==> src/rtl/spo_pkg.sv <==
package spo_pkg;
  typedef enum logic [1:0] {
    RG_MEM = 2'd0,
    RG_STAT = 2'd1,
    RG_DRV = 2'd2
  } region_e;

  localparam int unsigned STAT_WORD = 0;
  localparam int unsigned DRV_WORD = 1;
  localparam int unsigned NPORT = 2;
  localparam int unsigned PORT_L = 0;
  localparam int unsigned PORT_R = 1;
endpackage

==> src/rtl/spo_sync.sv <==
module spo_sync #(
  parameter int unsigned W = 2
) (
  input  logic         clk,
  input  logic         rst_n,
  input  logic [W-1:0] async_in,
  output logic [W-1:0] sync_out
);
  logic [W-1:0] stage1;

  always_ff @(posedge clk or negedge rst_n) begin
    if (!rst_n) begin
      stage1   <= '0;
      sync_out <= '0;
    end else begin
      stage1   <= async_in;
      sync_out <= stage1;
    end
  end
endmodule

==> src/rtl/spo_mem.sv <==
module spo_mem #(
  parameter int unsigned AW = 6,
  parameter int unsigned DW = 16
) (
  input  logic          clk,
  input  logic          rst_n,
  input  logic          wr_l,
  input  logic [AW-1:0] addr_l,
  input  logic [DW-1:0] wd_l,
  output logic [DW-1:0] rd_l,
  input  logic          wr_r,
  input  logic [AW-1:0] addr_r,
  input  logic [DW-1:0] wd_r,
  output logic [DW-1:0] rd_r
);
  localparam int unsigned DEPTH = 1 << AW;

  logic [DW-1:0] store [DEPTH];

  // Right port is applied first so the left port overrides on a collision.
  always_ff @(posedge clk) begin
    if (wr_r) store[addr_r] <= wd_r;
    if (wr_l) store[addr_l] <= wd_l;
  end

  assign rd_l = store[addr_l];
  assign rd_r = store[addr_r];

  AST_MEM_LEFT_PRI: assert property (@(posedge clk) disable iff (!rst_n)
    (wr_l && wr_r && addr_l == addr_r) |=> (store[$past(addr_l)] == $past(wd_l)))
    else $error("left port lost a same-word write collision");
endmodule

==> src/rtl/spo_drv_reg.sv <==
module spo_drv_reg #(
  parameter int unsigned OW = 5
) (
  input  logic          clk,
  input  logic          rst_n,
  input  logic          wr_l,
  input  logic [OW-1:0] wd_l,
  input  logic          wr_r,
  input  logic [OW-1:0] wd_r,
  output logic [OW-1:0] q
);
  always_ff @(posedge clk or negedge rst_n) begin
    if (!rst_n) q <= '0;
    else if (wr_l) q <= wd_l;
    else if (wr_r) q <= wd_r;
  end

  AST_DRV_ONLY_ON_WRITE: assert property (@(posedge clk) disable iff (!rst_n)
    !$stable(q) |-> $past(wr_l || wr_r))
    else $error("drive register changed without a write");

  AST_DRV_LEFT_WINS: assert property (@(posedge clk) disable iff (!rst_n)
    (wr_l && wr_r) |=> (q == $past(wd_l)))
    else $error("drive register took the right port on a collision");
endmodule

==> src/rtl/spo_overlay.sv <==
module spo_overlay
  import spo_pkg::*;
#(
  parameter int unsigned AW = 6,
  parameter int unsigned DW = 16,
  parameter int unsigned IN_W = 2,
  parameter int unsigned OUT_W = 5
) (
  input  logic             clk,
  input  logic             rst_n,
  input  logic             ovl_sel_n,
  input  logic [IN_W-1:0]  stat_pins,
  output logic [OUT_W-1:0] drive_on,
  input  logic             l_ce,
  input  logic             l_we,
  input  logic [AW-1:0]    l_addr,
  input  logic [DW-1:0]    l_wdata,
  output logic [DW-1:0]    l_rdata,
  input  logic             r_ce,
  input  logic             r_we,
  input  logic [AW-1:0]    r_addr,
  input  logic [DW-1:0]    r_wdata,
  output logic [DW-1:0]    r_rdata
);
  localparam logic [AW-1:0] STAT_A = AW'(STAT_WORD);
  localparam logic [AW-1:0] DRV_A  = AW'(DRV_WORD);

  logic [NPORT-1:0] ce, we, rd, mem_wr, drv_wr;
  logic [AW-1:0]    addr    [NPORT];
  logic [DW-1:0]    wdata   [NPORT];
  logic [DW-1:0]    mem_rd  [NPORT];
  logic [DW-1:0]    rdata_q [NPORT];
  region_e          region  [NPORT];
  logic [IN_W-1:0]  stat_sync;
  logic [OUT_W-1:0] drv_q;

  assign ce[PORT_L] = l_ce;  assign we[PORT_L] = l_we;
  assign ce[PORT_R] = r_ce;  assign we[PORT_R] = r_we;
  assign addr[PORT_L]  = l_addr;  assign addr[PORT_R]  = r_addr;
  assign wdata[PORT_L] = l_wdata; assign wdata[PORT_R] = r_wdata;

  spo_sync #(.W(IN_W)) u_sync (
    .clk(clk), .rst_n(rst_n), .async_in(stat_pins), .sync_out(stat_sync)
  );

  spo_mem #(.AW(AW), .DW(DW)) u_mem (
    .clk(clk), .rst_n(rst_n),
    .wr_l(mem_wr[PORT_L]), .addr_l(addr[PORT_L]), .wd_l(wdata[PORT_L]), .rd_l(mem_rd[PORT_L]),
    .wr_r(mem_wr[PORT_R]), .addr_r(addr[PORT_R]), .wd_r(wdata[PORT_R]), .rd_r(mem_rd[PORT_R])
  );

  spo_drv_reg #(.OW(OUT_W)) u_drv (
    .clk(clk), .rst_n(rst_n),
    .wr_l(drv_wr[PORT_L]), .wd_l(wdata[PORT_L][OUT_W-1:0]),
    .wr_r(drv_wr[PORT_R]), .wd_r(wdata[PORT_R][OUT_W-1:0]),
    .q(drv_q)
  );

  for (genvar p = 0; p < NPORT; p++) begin : g_port
    always_comb begin
      region[p] = RG_MEM;
      if (!ovl_sel_n && addr[p] == STAT_A) region[p] = RG_STAT;
      else if (!ovl_sel_n && addr[p] == DRV_A) region[p] = RG_DRV;
    end

    assign rd[p]     = ce[p] && !we[p];
    assign mem_wr[p] = ce[p] && we[p] && (region[p] == RG_MEM);
    assign drv_wr[p] = ce[p] && we[p] && (region[p] == RG_DRV);

    always_ff @(posedge clk or negedge rst_n) begin
      if (!rst_n) rdata_q[p] <= '0;
      else if (rd[p]) begin
        unique case (region[p])
          RG_STAT: rdata_q[p] <= DW'(stat_sync);
          RG_DRV:  rdata_q[p] <= DW'(drv_q);
          default: rdata_q[p] <= mem_rd[p];
        endcase
      end
    end

    AST_STAT_UPPER_ZERO: assert property (@(posedge clk) disable iff (!rst_n)
      (rd[p] && region[p] == RG_STAT) |=> (rdata_q[p][DW-1:IN_W] == '0))
      else $error("status read returned nonzero upper bits");

    AST_RDATA_HOLD: assert property (@(posedge clk) disable iff (!rst_n)
      !rd[p] |=> $stable(rdata_q[p]))
      else $error("read bus moved without a read");
  end

  AST_PLAIN_NO_DRIVE: assert property (@(posedge clk) disable iff (!rst_n)
    (ovl_sel_n && !(l_ce && l_we && !ovl_sel_n)) |=> $stable(drv_q))
    else $error("drive outputs changed with overlay released");

  assign l_rdata  = rdata_q[PORT_L];
  assign r_rdata  = rdata_q[PORT_R];
  assign drive_on = drv_q;
endmodule

==> config.mk <==
export PLATFORM = sky130hd
export DESIGN_NAME = spo_overlay
export DESIGN_NICKNAME = d
export VERILOG_FILES = /design/src/rtl/spo_pkg.sv /design/src/rtl/spo_sync.sv /design/src/rtl/spo_mem.sv /design/src/rtl/spo_drv_reg.sv /design/src/rtl/spo_overlay.sv
export SDC_FILE = /design/constraint.sdc
export NUM_CORES = 2
export LEC_CHECK = 0
export BUFFER_PORTS_ARGS = -buffer_cell sky130_fd_sc_hd__buf_2
export CELL_PAD_IN_SITES_DETAIL_PLACEMENT = 0
export CELL_PAD_IN_SITES_GLOBAL_PLACEMENT = 2
export CORE_ASPECT_RATIO = 2
export CORE_MARGIN = 4
export CORE_UTILIZATION = 46
export DETAILED_ROUTE_END_ITERATION = 7
export PLACE_DENSITY = 0.81
export SLEW_MARGIN = 25
export SYNTH_ARGS = -nofsm -noshare
export SYNTH_HDL_FRONTEND = slang
export SYNTH_SLANG_ARGS = --single-unit
export TNS_END_PERCENT = 1
==> constraint.sdc <==
create_clock -name clk -period 2.5 [get_ports clk]
set_input_delay 0.125 -clock clk [delete_from_list [all_inputs] [get_ports clk]]
set_output_delay 0.125 -clock clk [all_outputs]
set_load 0.02 [all_outputs]
==> impl_metrics.csv <==
group,metric,value,unit
route,avgRoutedWirePerCell,46.7,µm
synthesis,synth_seq_cells,1065,
sta,hold_viol_final,0,
final_layout,drive_gt1_frac,0.481,
clock_network,htree_levels,3,
synthesis,synth_ff_type,"edfxtp_1",
global_routing,antenna_found_initial,20,
sta,finalHoldWorstSlack,0.0343,ns
synthesis,yosysUniqueCellTypes,65,
synthesis,syn_avg_cell_area,13.3,µm²
final_layout,area_growth,23.1,%
place,dpl-instance-area,73700,µm²
route,via_per_inst,7.38,
synthesis,yosysWarningCount,0,
floorplanning,floorplan.die_area,143000,µm²
synthesis,syn_inst,4747,
sta,rsz0062_at_grt,"no",
final_layout,final_net_count,5355,
sta,fmax,0.391,GHz
synthesis,synth_top_cell_by_area,"edfxtp_1",
sta,setup_viol,2,
synthesis,seq_area_frac_synth,0.504,
floorplanning,start_util,0.464,
final_layout,final_design_area_no_fill,77600,µm²
run_status,violations,"setup timing",
sta,setup_slack,-0.0571,ns
clock_network,clk_pin_slew,0.06,ns
global_routing,grt_pass1_vias,51000,
global_routing,grt_start_max_net_pins,66,
place,place_ws,-1.02,ns
synthesis,yosysMostFrequentCell,"mux2_2",
synthesis,yosys-top-cells-area,"edfxtp_1, mux2_2, mux4_2",
final_layout,fillers,11200,
place,hpwl,240,mm
power,peakVddDrop,0.652,mV
final_layout,seqCellArea,31800,µm²
clock_network,clk_latency,0.76,ns
sta,finalCritPeriodShare,1.02,
sta,worst_pin_slew,1.25,ns
clock_network,cts_tree,"built",
global_routing,grtUsageTotal,0.452,
sta,final_max_slew_viol_count,0,
floorplanning,io_pins,90,
sta,slew_headroom,0.169,
setup_path,arrival,3.17,ns
route,ant_nets,0,
clock_network,root_buffer,"clkbuf_16",
place,port_buffers,89,
route,totalWireLength,334,mm
power,leakage,26.8,nW
final_layout,finalNonFillerCells,7143,
place,gp_congestion,1.12,
flow_run,maxCapViolations,0,
sta,skew,0.0366,ns
floorplanning,die_w,270,µm
synthesis,syn_nets,4800,
setup_path,endpoint_kind,"register",
clock_network,cts_buffer_depth,3,
power,power,44.4,mW
synthesis,synthTopCellsByCount,"mux2_2, edfxtp_1, clkbuf_1, mux2i_1, a221oi_1",
place,post-place-cells,6916,
power,power_density,573,nW/µm²
final_layout,multi_input_area,29100,µm²
run_status,status,"finished, violations left",
min_path,hold_path.class,"input pin to register",
synthesis,synth_edf_count,1024,
sta,fin_setup_tns,-0.0615,ns
floorplanning,die_h,531,µm
synthesis,synth_top_area_share,0.488,
synthesis,syn-cell-area,63000,µm²
final_layout,fin_util,0.571,
setup_path,crit_path_max_fanout,2,
global_routing,grt_pass1_wl,445,mm
floorplanning,core,136000,µm²
sta,min_period,2.56,ns
setup_path,critPathKind,"register to register",
route,via_count,52700,
synthesis,async_reset_ff_frac,0.0385,
route,first_iter_violations,7913,
route,drc,0,
floorplanning,num_rows,191,
clock_network,numCtsBuffers,101,
route,first_pass_iters,8,
global_routing,gr-total-overflow,0,
clock_network,cts.sinks,1065,
setup_path,start_kind,"register",
setup_path,required,3.11,ns
## path summary, 6_finish.rpt
kind	from	cells after the start	to	slack, ns
worst max-delay path	u_mem.store[37][1]	7	l_rdata[1]	-0.06
max in group asynchronous	rst_n	3	r_rdata[6]	1.93
min in group asynchronous	rst_n	3	l_rdata[4]	0.04
worst min-delay path	stat_pins[1]	2	u_sync.stage1[1]	0.03
worst min register to register	u_sync.stage1[0]	0	u_sync.sync_out[0]	0.36
worst max register to register	u_mem.store[37][1]	7	l_rdata[1]	-0.06
## state kept, by name, indices dropped and copies added (netlist names)
register,flops
l_rdata,16
u_sync.sync_out,2
u_mem.store,1024
u_drv.q,5
r_rdata,16
u_sync.stage1,2
## metal layers
metal	vias up	track usage	part of all wire
met3	1365	0.0973	0.098
met5	-	0	0.00011
met1	27000	0.512	0.33
met4	6	0.414	0.12
met2	4155	0.711	0.45
li1	20200	-	-
## cell type report
| class | count | area share |
|---|---|---|
| clock buffer | 112 | 0.0339 |
| clock inverter | 78 | 0.0112 |
| sequential | 1065 | 0.410 |
| tap | 1737 | 0.0280 |
| antenna | 17 | 0.000549 |
| inverter | 5 | 0.000258 |
| multi-input combinational | 3076 | 0.376 |
| timing repair buffer | 1053 | 0.141 |
## cell usage in the layout (no fill, tap or decap), drive strengths merged, types with 21 or more instances in the layout
| cell type | synthesis | routed |
|---|---|---|
| o21ai | 157 | 157 |
| clkbuf | 328 | 114 |
| clkinv | 0 | 51 |
| buf | 273 | 1033 |
| a22o | 46 | 46 |
| a31oi | 21 | 21 |
| a22oi | 112 | 112 |
| mux2i | 263 | 263 |
| a221oi | 251 | 251 |
| nor3 | 21 | 21 |
| mux4 | 153 | 153 |
| nand3 | 21 | 21 |
| a21oi | 132 | 132 |
| dfrtp | 41 | 41 |
| mux2 | 1149 | 1149 |
| nand2 | 138 | 138 |
| a221o | 29 | 29 |
| o22ai | 169 | 169 |
| nor2 | 237 | 237 |
| edfxtp | 1024 | 1024 |
## cell families (layout without fill, tap and decap cells)
logic type,after synthesis,count (layout),synth area share
AOI/OAI and AO/OA,1018,1018,0.115
buffers and inverters,606,1248,0.0432
DFF,1065,1065,0.504
muxes,1565,1565,0.302
other,0,17,0
and+or+nand+nor,493,493,0.0359
## power by group
group | total (mW) | switching (mW) | internal, mW
clock network | 16.8 | 7.59 | 9.21
logic | 7.59 | 4.68 | 2.92
registers | 20.0 | 0.235 | 19.8
total | 44.4 | 12.5 | 31.9
## what timing repair did
action	CTS	global route
pin swaps	1	0
gates resized for setup	11	6
hold endpoints to repair	57	11
endpoints found under the setup margin	6	7
setup buffers	0	0
hold buffers	17	1
## worst max-delay path: stages (launching register included)
cell,delay [ns]
edfxtp_1,0.40
mux2_2,0.28
a222oi_1,0.73
a2bb2oi_2,0.23
o211ai_1,0.13
buf_4,0.18
o31ai_2,0.35
o211ai_1,0.14
No activity file was read; power rests on OpenSTA's default activity.
